**src/rtl/slp_pkg.sv**
```systemverilog
`timescale 1ns/1ps
package slp_pkg;

  // Why the core is currently asleep (or not)
  typedef enum logic [1:0] {
    ST_RUN = 2'd0,
    ST_WFI = 2'd1,
    ST_WFE = 2'd2
  } slp_state_e;

endpackage

```
**src/rtl/slp_pend_edge.sv**
```systemverilog
`timescale 1ns/1ps
// Per-line detector for lines that have just become pending
module slp_pend_edge #(
  parameter int N_IRQ = 8
) (
  input  logic             clk,
  input  logic             rst_n,
  input  logic [N_IRQ-1:0] pend,
  output logic [N_IRQ-1:0] rise
);

  for (genvar i = 0; i < N_IRQ; i++) begin : g_line
    logic prev_q;

    always_ff @(posedge clk) begin
      if (!rst_n) prev_q <= 1'b0;
      else        prev_q <= pend[i];
    end

    assign rise[i] = pend[i] & ~prev_q;
  end

endmodule

```
**src/rtl/slp_evt_latch.sv**
```systemverilog
`timescale 1ns/1ps
// One-bit event latch. A consume clears it unconditionally; otherwise a new
// event wins over a clear.
module slp_evt_latch (
  input  logic clk,
  input  logic rst_n,
  input  logic set_i,
  input  logic clr_i,
  input  logic consume_i,
  output logic q
);

  logic q_d;

  always_comb begin
    q_d = q;
    if (consume_i)  q_d = 1'b0;
    else if (set_i) q_d = 1'b1;
    else if (clr_i) q_d = 1'b0;
  end

  always_ff @(posedge clk) begin
    if (!rst_n) q <= 1'b0;
    else        q <= q_d;
  end

endmodule

```
**src/rtl/slp_state_ctl.sv**
```systemverilog
`timescale 1ns/1ps
// Sleep state machine: entry from strobes, same-cycle wake
module slp_state_ctl
  import slp_pkg::*;
(
  input  logic clk,
  input  logic rst_n,
  input  logic wfi_req,
  input  logic wfe_req,
  input  logic exit_req,
  input  logic irq_live,
  input  logic evt_new,
  input  logic evt_held,
  input  logic deep_sel,
  output logic asleep,
  output logic sleeping,
  output logic deep_sleep,
  output logic wake_irq,
  output logic evt_consume
);

  slp_state_e st_q, st_d;
  logic       deep_q, deep_d;
  logic       wake;

  always_comb begin
    wake = ((st_q == ST_WFI) && irq_live) ||
           ((st_q == ST_WFE) && (irq_live || evt_new));
  end

  always_comb begin
    st_d        = st_q;
    deep_d      = deep_q;
    evt_consume = 1'b0;
    unique case (st_q)
      ST_RUN: begin
        if (wfe_req) begin
          if (evt_held || evt_new) begin
            evt_consume = 1'b1;
          end else if (!irq_live) begin
            st_d   = ST_WFE;
            deep_d = deep_sel;
          end
        end else if (wfi_req || exit_req) begin
          if (!irq_live) begin
            st_d   = ST_WFI;
            deep_d = deep_sel;
          end
        end
      end
      ST_WFI, ST_WFE: begin
        if (wake) begin
          st_d = ST_RUN;
          if ((st_q == ST_WFE) && evt_new) evt_consume = 1'b1;
        end
      end
      default: st_d = ST_RUN;
    endcase
  end

  always_ff @(posedge clk) begin
    if (!rst_n) begin
      st_q   <= ST_RUN;
      deep_q <= 1'b0;
    end else begin
      st_q   <= st_d;
      deep_q <= deep_d;
    end
  end

  assign asleep     = (st_q != ST_RUN);
  assign sleeping   = asleep && !wake;
  assign deep_sleep = sleeping && deep_q;
  assign wake_irq   = asleep && wake && irq_live;

endmodule

```
**src/rtl/slp_wake_ctrl.sv**
```systemverilog
`timescale 1ns/1ps
module slp_wake_ctrl #(
  parameter int N_IRQ = 8
) (
  input  logic             clk,
  input  logic             rst_n,
  input  logic             wfi_req,
  input  logic             wfe_req,
  input  logic             sev_in,
  input  logic [N_IRQ-1:0] irq_pend,
  input  logic [N_IRQ-1:0] irq_en,
  input  logic             handler_exit,
  input  logic             exit_to_thread,
  input  logic             evt_clr,
  input  logic             cfg_sev_on_pend,
  input  logic             cfg_sleep_on_exit,
  input  logic             cfg_deep,
  output logic             sleeping,
  output logic             deep_sleep,
  output logic             wake_irq,
  output logic             event_flag
);

  logic [N_IRQ-1:0] pend_rise;
  logic             irq_live;
  logic             evt_new;
  logic             exit_req;
  logic             evt_consume;
  logic             asleep;

  slp_pend_edge #(.N_IRQ(N_IRQ)) u_edge (
    .clk  (clk),
    .rst_n(rst_n),
    .pend (irq_pend),
    .rise (pend_rise)
  );

  assign irq_live = |(irq_pend & irq_en);
  assign evt_new  = sev_in | (cfg_sev_on_pend & (|pend_rise));
  assign exit_req = handler_exit & exit_to_thread & cfg_sleep_on_exit;

  slp_state_ctl u_state (
    .clk        (clk),
    .rst_n      (rst_n),
    .wfi_req    (wfi_req),
    .wfe_req    (wfe_req),
    .exit_req   (exit_req),
    .irq_live   (irq_live),
    .evt_new    (evt_new),
    .evt_held   (event_flag),
    .deep_sel   (cfg_deep),
    .asleep     (asleep),
    .sleeping   (sleeping),
    .deep_sleep (deep_sleep),
    .wake_irq   (wake_irq),
    .evt_consume(evt_consume)
  );

  slp_evt_latch u_evt (
    .clk      (clk),
    .rst_n    (rst_n),
    .set_i    (evt_new),
    .clr_i    (evt_clr),
    .consume_i(evt_consume),
    .q        (event_flag)
  );

endmodule

```
**config.mk**
```make
export PLATFORM = sky130hd
export DESIGN_NAME = slp_wake_ctrl
export DESIGN_NICKNAME = d
export VERILOG_FILES = /design/src/rtl/slp_pkg.sv /design/src/rtl/slp_pend_edge.sv /design/src/rtl/slp_evt_latch.sv /design/src/rtl/slp_state_ctl.sv /design/src/rtl/slp_wake_ctrl.sv
export SDC_FILE = /design/constraint.sdc
export NUM_CORES = 1
export LEC_CHECK = 0
export ABC_AREA = 1
export BUFFER_PORTS_ARGS = -buffer_cell sky130_fd_sc_hd__buf_2
export CORE_MARGIN = 5
export CORE_UTILIZATION = 41
export DETAILED_ROUTE_END_ITERATION = 7
export PLACE_DENSITY = 0.73
export SLEW_MARGIN = 30
export SYNTH_ARGS = -nofsm -noshare
export SYNTH_HDL_FRONTEND = slang
export SYNTH_SLANG_ARGS = --single-unit
```
**constraint.sdc**
```tcl
create_clock -name clk -period 1.2 [get_ports clk]
set_input_delay 0.06 -clock clk [delete_from_list [all_inputs] [get_ports clk]]
set_output_delay 0.06 -clock clk [all_outputs]
set_load 0.05 [all_outputs]
```
Word level (Yosys, flattened, before mapping):

Cells that the tools add are included.

* flip-flop bits (word level): 12
* logic and storage cells: 80
* input port bits: 27

* bitwise operators: 22
* reductions and logical operators: 22
* equal/unequal tests: 7
* muxes and demuxes: 18

Operators with widths (count)
* OR reduction 8 bit: 2
* two-way mux 2 bit: 6
* bitwise AND 1 bit: 11
* two-way mux 1 bit: 10
* inverter 1 bit: 9
* bitwise AND 8 bit: 1
* logical AND 1 bit: 7
* nonzero test 2 bit: 3
* logical OR 1 bit: 4
* != test 2 bit (second input constant): 2
* one-hot mux 2 bit (2 select lines): 1
* AND reduction 4 bit: 1
* OR reduction 2 bit: 2
* != test 3 x 2 -> 1 bit (second input constant): 1
* != test 3 bit (second input constant): 1
* AND reduction 3 bit: 1
* equality test 2 x 1 -> 1 bit (second input constant): 1
* equality test 2 bit (second input constant): 1
* zero test 2 bit: 1
* != test 2 x 1 -> 1 bit (second input constant): 1
* one-hot mux 1 bit (2 select lines): 1
* zero test 1 bit: 1
* OR 1 bit: 1

Depth between registers and ports, before layout:

Gate-level depths: netlist of the first run.

* depth after elaboration: 11
* gate-level depth with buffers: 13
* mapped depth without buffers: 13

By module:

A second synthesis of the first run with hierarchy kept.

* cells, all modules: 117
* area, all modules: 729.4 µm²

Modules (own cells, without submodules)
* slp_state_ctl: area an instance 300.3 µm², sequential area each 60.1 µm², cells each 45, times used 1
* slp_pend_edge: area an instance 285.3 µm², sequential area each 160.2 µm², cells each 41, times used 1
* slp_wake_ctrl: area an instance 96.3 µm², sequential area each 0.0 µm², cells each 24, times used 1
* slp_evt_latch: area an instance 47.5 µm², sequential area each 20.0 µm², cells each 7, times used 1

Worst setup path before layout of the first run:

OpenSTA, ideal clock, no wires.

* path type: reg2out
* from: reg u_state.st_q[0]
* to: out deep_sleep
* slack: -0.813 ns
* arrival: 1.953 ns
* cell stages (with the launch flop): 6
* cell sequence: dfxtp_1 -> inv_1 -> ha_1 -> o21ai_0 -> nand2_1 -> nor3_1

* word-level cells in the longest chain between the ends: 6
* elaborated cells on any way between the ends: 9

RTL lines
* from (decl): RTL line slp_state_ctl.sv:22 `slp_state_e st_q, st_d;`
* from (signal assigned): RTL line slp_state_ctl.sv:66 `st_q <= st_d;`
* equality test 2 x 1 -> 1 bit / equality test 2 bit (equally long branches): RTL line slp_state_ctl.sv:27, slp_state_ctl.sv:28
* logical AND 1 bit (on tied branches): RTL line slp_state_ctl.sv:27, slp_state_ctl.sv:28
* logical OR 1 bit: RTL line slp_state_ctl.sv:27 `wake = ((st_q == ST_WFI) && irq_live) ||`
* zero test 1 bit: RTL line slp_state_ctl.sv:72 `assign sleeping = asleep && !wake;`
* logical AND 1 bit (*): RTL line slp_state_ctl.sv:72
* logical AND 1 bit (*): RTL line slp_state_ctl.sv:73 `assign deep_sleep = sleeping && deep_q;`
* to (decl): RTL line slp_wake_ctrl.sv:19 `output logic deep_sleep,`

Every way passes the cells marked *; elsewhere a longest branch is shown, timed or not.

Worst setup path after layout of the first run:

* from: reg u_edge.g_line[6].prev_q
* to: out deep_sleep

* word-level cells in the longest chain between the ends: 11

RTL lines
* from (decl): RTL line slp_pend_edge.sv:13 `logic prev_q;`
* from (signal assigned): RTL line slp_pend_edge.sv:17 `else prev_q <= pend[i];`
* inverter 1 bit: RTL line slp_pend_edge.sv:20 `assign rise[i] = pend[i] & ~prev_q;`
* bitwise AND 1 bit: RTL line slp_pend_edge.sv:20
* OR reduction 8 bit: RTL line slp_wake_ctrl.sv:39 `assign evt_new = sev_in | (cfg_sev_on_pend & (|pend_rise));`
* bitwise AND 1 bit: RTL line slp_wake_ctrl.sv:39
* OR 1 bit: RTL line slp_wake_ctrl.sv:39
* logical OR 1 bit: RTL line slp_state_ctl.sv:28 `((st_q == ST_WFE) && (irq_live || evt_new));`
* logical AND 1 bit: RTL line slp_state_ctl.sv:28
* logical OR 1 bit: RTL line slp_state_ctl.sv:27
* zero test 1 bit: RTL line slp_state_ctl.sv:72
* logical AND 1 bit: RTL line slp_state_ctl.sv:72
* logical AND 1 bit: RTL line slp_state_ctl.sv:73

Every way passes these cells.

==> results of run 1 <==
## registers in the layout (all words and copies together) (netlist names)
name                  cells
u_evt.q                   1
u_edge.g_line.prev_q      8
u_state.st_q              2
u_state.deep_q            1
## synthesized netlist by cell type
master | n | share of area, %
nand3_1 | 3 | 2.1
nor2_2 | 3 | 2.6
dfxtp_1 | 12 | 34
nand2_2 | 3 | 2.6
a21oi_1 | 2 | 1.4
nand3_2 | 1 | 1.4
nor3_1 | 1 | 0.70
ha_1 | 4 | 7.0
nor2_1 | 11 | 5.8
o21ai_0 | 3 | 2.1
nand2_1 | 46 | 24
and3_1 | 1 | 0.87
inv_1 | 24 | 13
a21oi_2 | 1 | 1.2
clkbuf_8 | 1 | 1.9
## area by class of cell
type	count	share of cell area, %
timing repair buffer	49	29.0
inverter	24	7.84
multi-input combinational	79	38.1
sequential	12	20.3
tap	17	1.75
clock buffer	4	2.99
## per-stage QoR
step / utilization [%] / setup TNS (ns)
6_report: 71.8 / -1.79
3_5_place_dp: 60.1 / -1.22
2_1_floorplan: - / -0.180
3_3_place_gp: 60.1 / -0.961
5_1_grt: 71.8 / -2.60
4_1_cts: 69.9 / -1.79
## layer usage
metal / vias to the layer above / part of all wire, %
met5: - / 0
met4: 0 / 1.8
met3: 4 / 7.6
met2: 31 / 49
met1: 370 / 42
li1: 446 / -
## power by group
part / switching (W) / internal, W / total, W
clock network: 0.000152 / 0.000184 / 0.000336
registers: 0.0000608 / 0.000474 / 0.000535
logic: 0.000900 / 0.000819 / 0.00172
total: 0.00111 / 0.00148 / 0.00259
## cells by family (layout without fill, tap and decap cells)
kind of cell               count (synthesis)  after routing  synth area share, %
AOI/OAI and AO/OA                          6              6                 4.72
adders and majority gates                  4              4                 6.99
buffers and inverters                     25             77                 14.5
DFF                                       12             12                 33.6
and+or+nand+nor                           69             69                 40.2
## worst paths after layout
path                                               from               to  slack (ns)  depth (start not counted)
worst max-delay path            u_edge.g_line[6].prev_q       deep_sleep       -0.41                         11
worst min-delay path                           cfg_deep   u_state.deep_q        0.05                          3
worst max register to register  u_edge.g_line[6].prev_q  u_state.st_q[0]       -0.25                         13
worst min register to register           u_state.deep_q   u_state.deep_q        0.53                          2
## worst register-to-register path, cell delays in order (launching register included)
cell and delay [ns]:
dfxtp_1 0.31, inv_1 0.03, nand2_1 0.05, nand2_1 0.06
nor2_2 0.11, nand2_1 0.07, nand2_2 0.07, buf_4 0.11
nand3_2 0.10, a21oi_2 0.17, nand2_2 0.11, nand2_1 0.07
nand2_1 0.06, nor2_2 0.07
## repair_timing
action | in CTS | in global routing
hold buffers | 8 | 0
gates resized for setup | 12 | 11
endpoints found under the hold margin | 8 | 0
pin swaps | 5 | 4
buffers inserted | 2 | 0
endpoints found under the setup margin | 7 | 7
gates cloned | 0 | 0
## placed cells by master (no fill, tap or decap), types with 2 or more instances in the layout
cell,n
nand2_1,40
inv_1,21
ha_1,2
inv_4,2
dlygate4sd3_1,8
ha_4,2
clkbuf_4,3
nand3_1,2
buf_6,5
nand2_4,2
dfxtp_1,9
dfxtp_2,2
buf_2,27
nand3_2,2
a21oi_2,2
nor2_1,7
buf_4,8
nor2_2,6
nand2_2,7
==> results_dict.tcl, run 1 <==
set metrics [dict create \
    wire_per_inst_um 11.4 \
    critPathKind "reg2out" \
    syn-num-nets 147 \
    rows 15 \
    ys_warn_count 0 \
    instances_no_fill 185 \
    regArea_um2 246 \
    skew_ns 0.000975 \
    critPathCaptureType "primary output" \
    finalCritPeriodShare_pct 134 \
    initial_core_util_pct 42.4 \
    hold_viol_final 0 \
    post_dp_cell_area_mm2 0.00102 \
    dieArea_mm2 0.00268 \
    dp_cells 171 \
    dr.pass1.iters 4 \
    via_per_inst 4.60 \
    grt_setup_unrepaired "true" \
    setup-violations-final 7 \
    use_met3_pct 4.58 \
    cts.sinks 12 \
    violations "setup timing" \
    io_buffers 30 \
    fill_cells 138 \
    h-tree-depth 1 \
    die_h_um 51.8 \
    gr-usage-met1_pct 19.2 \
    finalPower_w 0.00259 \
    crit_path_start_kind "flop" \
    ys_types 15 \
    drt_iter0_markers 14 \
    layout-drive-gt1-share_pct 45.2 \
    postLayoutCellArea_mm2 0.00121 \
    syn_inst 116 \
    antenna_cells 0 \
    drc 0 \
    via_count 851 \
    drv_slew 0 \
    avgSynthCellArea_um2 6.17 \
    clockRootBuffer "clkbuf_4" \
    grt_max_degree 13 \
    drtAntennaViolNets 0 \
    grt.busiest_layer "met2" \
    power_density_mw_per_mm2 2140 \
    place_congestion 0.821 \
    hpwl_um 1520 \
    hold_path_class "in2reg" \
    io_pins 31 \
    grt_antenna_before_repair 0 \
    slew_headroom_pct 83.6 \
    clk_path_buf_depth 2 \
    crit_fanout 3 \
    cp_cell_sequence "inv_1 > nand2_1 > nand2_1 > nor2_2 > nand2_1 > nand2_2 > nand2_2 > nand2_4 > nand2_4 > nor3_4 > buf_6" \
    cap_viol_max_count 0 \
    cp_top_family "simple AND/OR/NAND/NOR gates" \
    max_freq_ghz 0.622 \
    layout_setup_ws_ns -0.408 \
    cp_slowest_cell "dfxtp_1" \
    gr-usage-all-layers_pct 17.4 \
    first_global_vias 840 \
    grt-ovfl-total 0 \
    nets 200 \
    ys_ff_latch 12 \
    cp_slowest_stage_delay_ns 0.31 \
    die_w_um 51.8 \
    core_mm2 0.00169 \
    dp_slack_ns -0.246 \
    syn_area_um2 716 \
    crit_buf_inv 2 \
    peakVddDrop_v 0.00113 \
    use_met2_pct 30.9 \
    multi_input_area_um2 462 \
    ys_seq_area_share_pct 33.6 \
    crit_top_cell "nand2_1" \
    routed_wl_um 2100 \
    areaGrowthSynthToFinish_pct 69.4 \
    tightest_slew_ns 0.248 \
    insertion_delay_ns 0.28 \
    status "finished with violations" \
    cts_tree "yes" \
    worstPathArrival_ns 1.55 \
    fin_crit_ns 1.61 \
    grt_pass1_wl_um 3480 \
    cp.required_ns 1.14 \
    p_leak_nw 0.687 \
    hold-worst-slack_ns 0.0458 \
    cts_inserted_buffers 3 \
    path_clk_slew_ns 0.08 \
]
Power figures use the tool's default switching activity.
==> run 2, diff against run 1 <==
--- a/config.mk
+++ b/config.mk
@@ -5,12 +5,11 @@
 export SDC_FILE = /design/constraint.sdc
 export NUM_CORES = 1
 export LEC_CHECK = 0
-export ABC_AREA = 1
 export BUFFER_PORTS_ARGS = -buffer_cell sky130_fd_sc_hd__buf_2
+export CAP_MARGIN = 20
 export CORE_MARGIN = 5
-export CORE_UTILIZATION = 41
+export CORE_UTILIZATION = 30
 export DETAILED_ROUTE_END_ITERATION = 7
-export PLACE_DENSITY = 0.73
 export SLEW_MARGIN = 30
 export SYNTH_ARGS = -nofsm -noshare
 export SYNTH_HDL_FRONTEND = slang
==> results_dict.tcl, run 2 <==
set metrics [dict create \
    reg.largest.list "u_edge.g_line.prev_q: 8 flops, u_state.st_q: 2 flops" \
    crit_fanout 2 \
    grt-ovfl-total 0 \
    layout_setup_ws_ns -0.523 \
    ys_types 34 \
    setup-violations-final 7 \
    cp_slowest_cell "o41a_1" \
    ys_warn_count 0 \
    ys_ff_latch 12 \
    cp_top_family "compound AO/OA/AOI/OAI gates" \
    via_per_inst 4.75 \
    grt_max_degree 14 \
    ys_seq_area_share_pct 32.9 \
    antenna_cells 0 \
    ctsHoldBuffers 0 \
    die_h_um 59.4 \
    initial_core_util_pct 32.1 \
    crit_path_start_kind "flop" \
    final_common_cell "buf_2" \
    io_pins 31 \
    p_leak_nw 0.589 \
    die_w_um 59.4 \
    top_register "u_edge.g_line.prev_q" \
    h-tree-depth 1 \
    path_depth 6 \
    skew_ns 0.00824 \
    cts.sinks 12 \
    finalCritPeriodShare_pct 144 \
    hold_viol_final 0 \
    dieArea_mm2 0.00352 \
    io_buffers 30 \
    rr_worst_depth 6 \
    p_comb_share_pct 25.1 \
    yosysMostFrequentCell "dfxtp_1" \
    cap_viol_max_count 0 \
    switching_share_pct 27.2 \
    synth_top_area_share_pct 32.9 \
    fin_crit_ns 1.72 \
    critPathCaptureType "primary output" \
    cp_slowest_stage_delay_ns 0.44 \
    avgSynthCellArea_um2 9.61 \
    peakVddDrop_v 0.000530 \
    synth_edf_count 0 \
    nets 161 \
    tightest_slew_ns 0.425 \
    critPathKind "reg2out" \
    drtAntennaViolNets 0 \
    seqPwrFrac_pct 42.5 \
    violations "setup timing" \
    post_dp_cell_area_mm2 0.00105 \
    grt_pass1_wl_um 3490 \
    hpwl_um 1610 \
    cts_inserted_buffers 3 \
    synth-async-reset-ratio_pct 0 \
    grt_antenna_before_repair 0 \
    syn-num-nets 107 \
    max_freq_ghz 0.580 \
    drc 0 \
    power.share.clock_pct 32.4 \
    cp_cell_sequence "o22ai_4 > o41a_1 > nor3_2 > o21a_2 > and2_4 > buf_8" \
    p_switching_w 0.000273 \
    path_clk_slew_ns 0.08 \
    status "finished with violations" \
    postLayoutCellArea_mm2 0.00121 \
    cts_tree "yes" \
    clk_path_buf_depth 2 \
    routed_wl_um 2030 \
    synth_flop_cell "dfxtp_1" \
    largest_reg_flops 8 \
    yosysTopAreaCell "dfxtp_1" \
    crit_buf_inv 1 \
    drt_iter0_markers 19 \
    worstPathArrival_ns 1.66 \
    insertion_delay_ns 0.28 \
    grt_setup_unrepaired "true" \
    clockRootBuffer "clkbuf_4" \
    final_util_pct 53.4 \
    synthTopCellsByArea "dfxtp_1 (33%), and2_1 (6.8%), ha_1 (6.8%), o22ai_2 (6.8%), inv_1 (5.7%)" \
    cp.required_ns 1.14 \
    synth_common_cells "dfxtp_1 (12), inv_1 (11), and2_1 (8)" \
    core_mm2 0.00228 \
    layout-drive-gt1-share_pct 65.1 \
    gr-usage-all-layers_pct 13.2 \
    dr.pass1.iters 2 \
    layout_common_cells "buf_2 (27), buf_4 (17), inv_1 (7), and2_1 (7), dfxtp_1 (7)" \
    slew_headroom_pct 71.5 \
    rows 17 \
    place_congestion 0.795 \
    hold_depth 3 \
    wire_per_inst_um 13.0 \
    cell_internal_pwr_w 0.000732 \
    via_count 746 \
    power_density_mw_per_mm2 828 \
    syn_inst 76 \
    fill_cells 213 \
    drv_slew 0 \
    hold_path_class "in2reg" \
    syn_area_um2 731 \
    areaGrowthSynthToFinish_pct 66.3 \
    first_global_vias 847 \
]
run 2: changes by cell type after synthesis, moves of 3 or more:
cell	change
o22ai_2	+4
nand3_1	-3
and2_1	+8
nor2_2	-3
inv_1	-13
nor2_1	-10
nand2_1	-44
nand2_2	-3
run 2: per-stage QoR:
step | worst slack, ns | setup TNS [ns] | hold WS (ns) | cells | power, W
finish | -0.523 | -2.77 | 0.0173 | 157 | 0.00101
global route | -0.621 | -3.42 | 0.0260 | 157 | 0.00107
CTS | -0.562 | -3.04 | 0.0138 | 158 | 0.00101
detailed placement | -0.473 | -2.40 | 0.305 | 150 | 0.000662
global placement | -0.442 | -2.30 | 0.301 | 150 | 0.000658
floorplan | -0.478 | -1.53 | 0.182 | 76 | 0.000550
run 2: what timing repair did:
action | CTS | global route
pin swaps | 11 | 8
gates resized for setup | 24 | 5
endpoints found under the setup margin | 7 | 7
setup buffers | 5 | 0
run 2: cells by family (layout without fill, tap and decap cells):
family,Yosys count,after routing,share of synthesized area (%)
buffers and inverters,13,66,6.68
AND/OR/NAND/NOR,21,21,19.5
AO/OA/AOI/OAI,26,26,34.1
adder cells (fa/ha/maj),4,4,6.85
flip-flops,12,12,32.9
run 2: path summary, 6_finish.rpt:
check | startpoint | to | slack [ns]
worst max-delay path | u_edge.g_line[6].prev_q | deep_sleep | -0.52
worst min-delay path | cfg_deep | u_state.deep_q | 0.02
worst max register to register | u_edge.g_line[4].prev_q | u_state.st_q[0] | -0.50
worst min register to register | u_state.deep_q | u_state.deep_q | 0.50
run 2: final cells by class:
cell class                      count  area, µm²  share of cell area, %
Multi-Input combinational cell     51        514                   42.3
Timing Repair Buffer               50        338                   27.8
Sequential cell                    12        246                   20.3
Inverter                           12       45.0                   3.71
Clock buffer                        4       36.3                   2.99
Tap cell                           28       35.0                   2.88
run 2: layer usage:
layer	part of all wire (%)	up-vias	track usage (%)
li1	-	380	-
met5	0	-	0
met3	9.3	0	5.66
met1	41	339	14.8
met2	50	27	23.9
met4	0	0	0.971
run 2: power groups by stage:
stage / Clock (W) / Combinational, W / Sequential, W
after floorplan: 0 / 0.000106 / 0.000444
after global placement: 0 / 0.000222 / 0.000436
after detailed placement: 0 / 0.000225 / 0.000437
after CTS: 0.000335 / 0.000253 / 0.000428
after global routing: 0.000360 / 0.000278 / 0.000430
final: 0.000326 / 0.000252 / 0.000427
run 2: worst min-delay path, cell delays in order:
cell and delay [ns]:
buf_2 0.10, nand2_1 0.04, o31ai_1 0.05
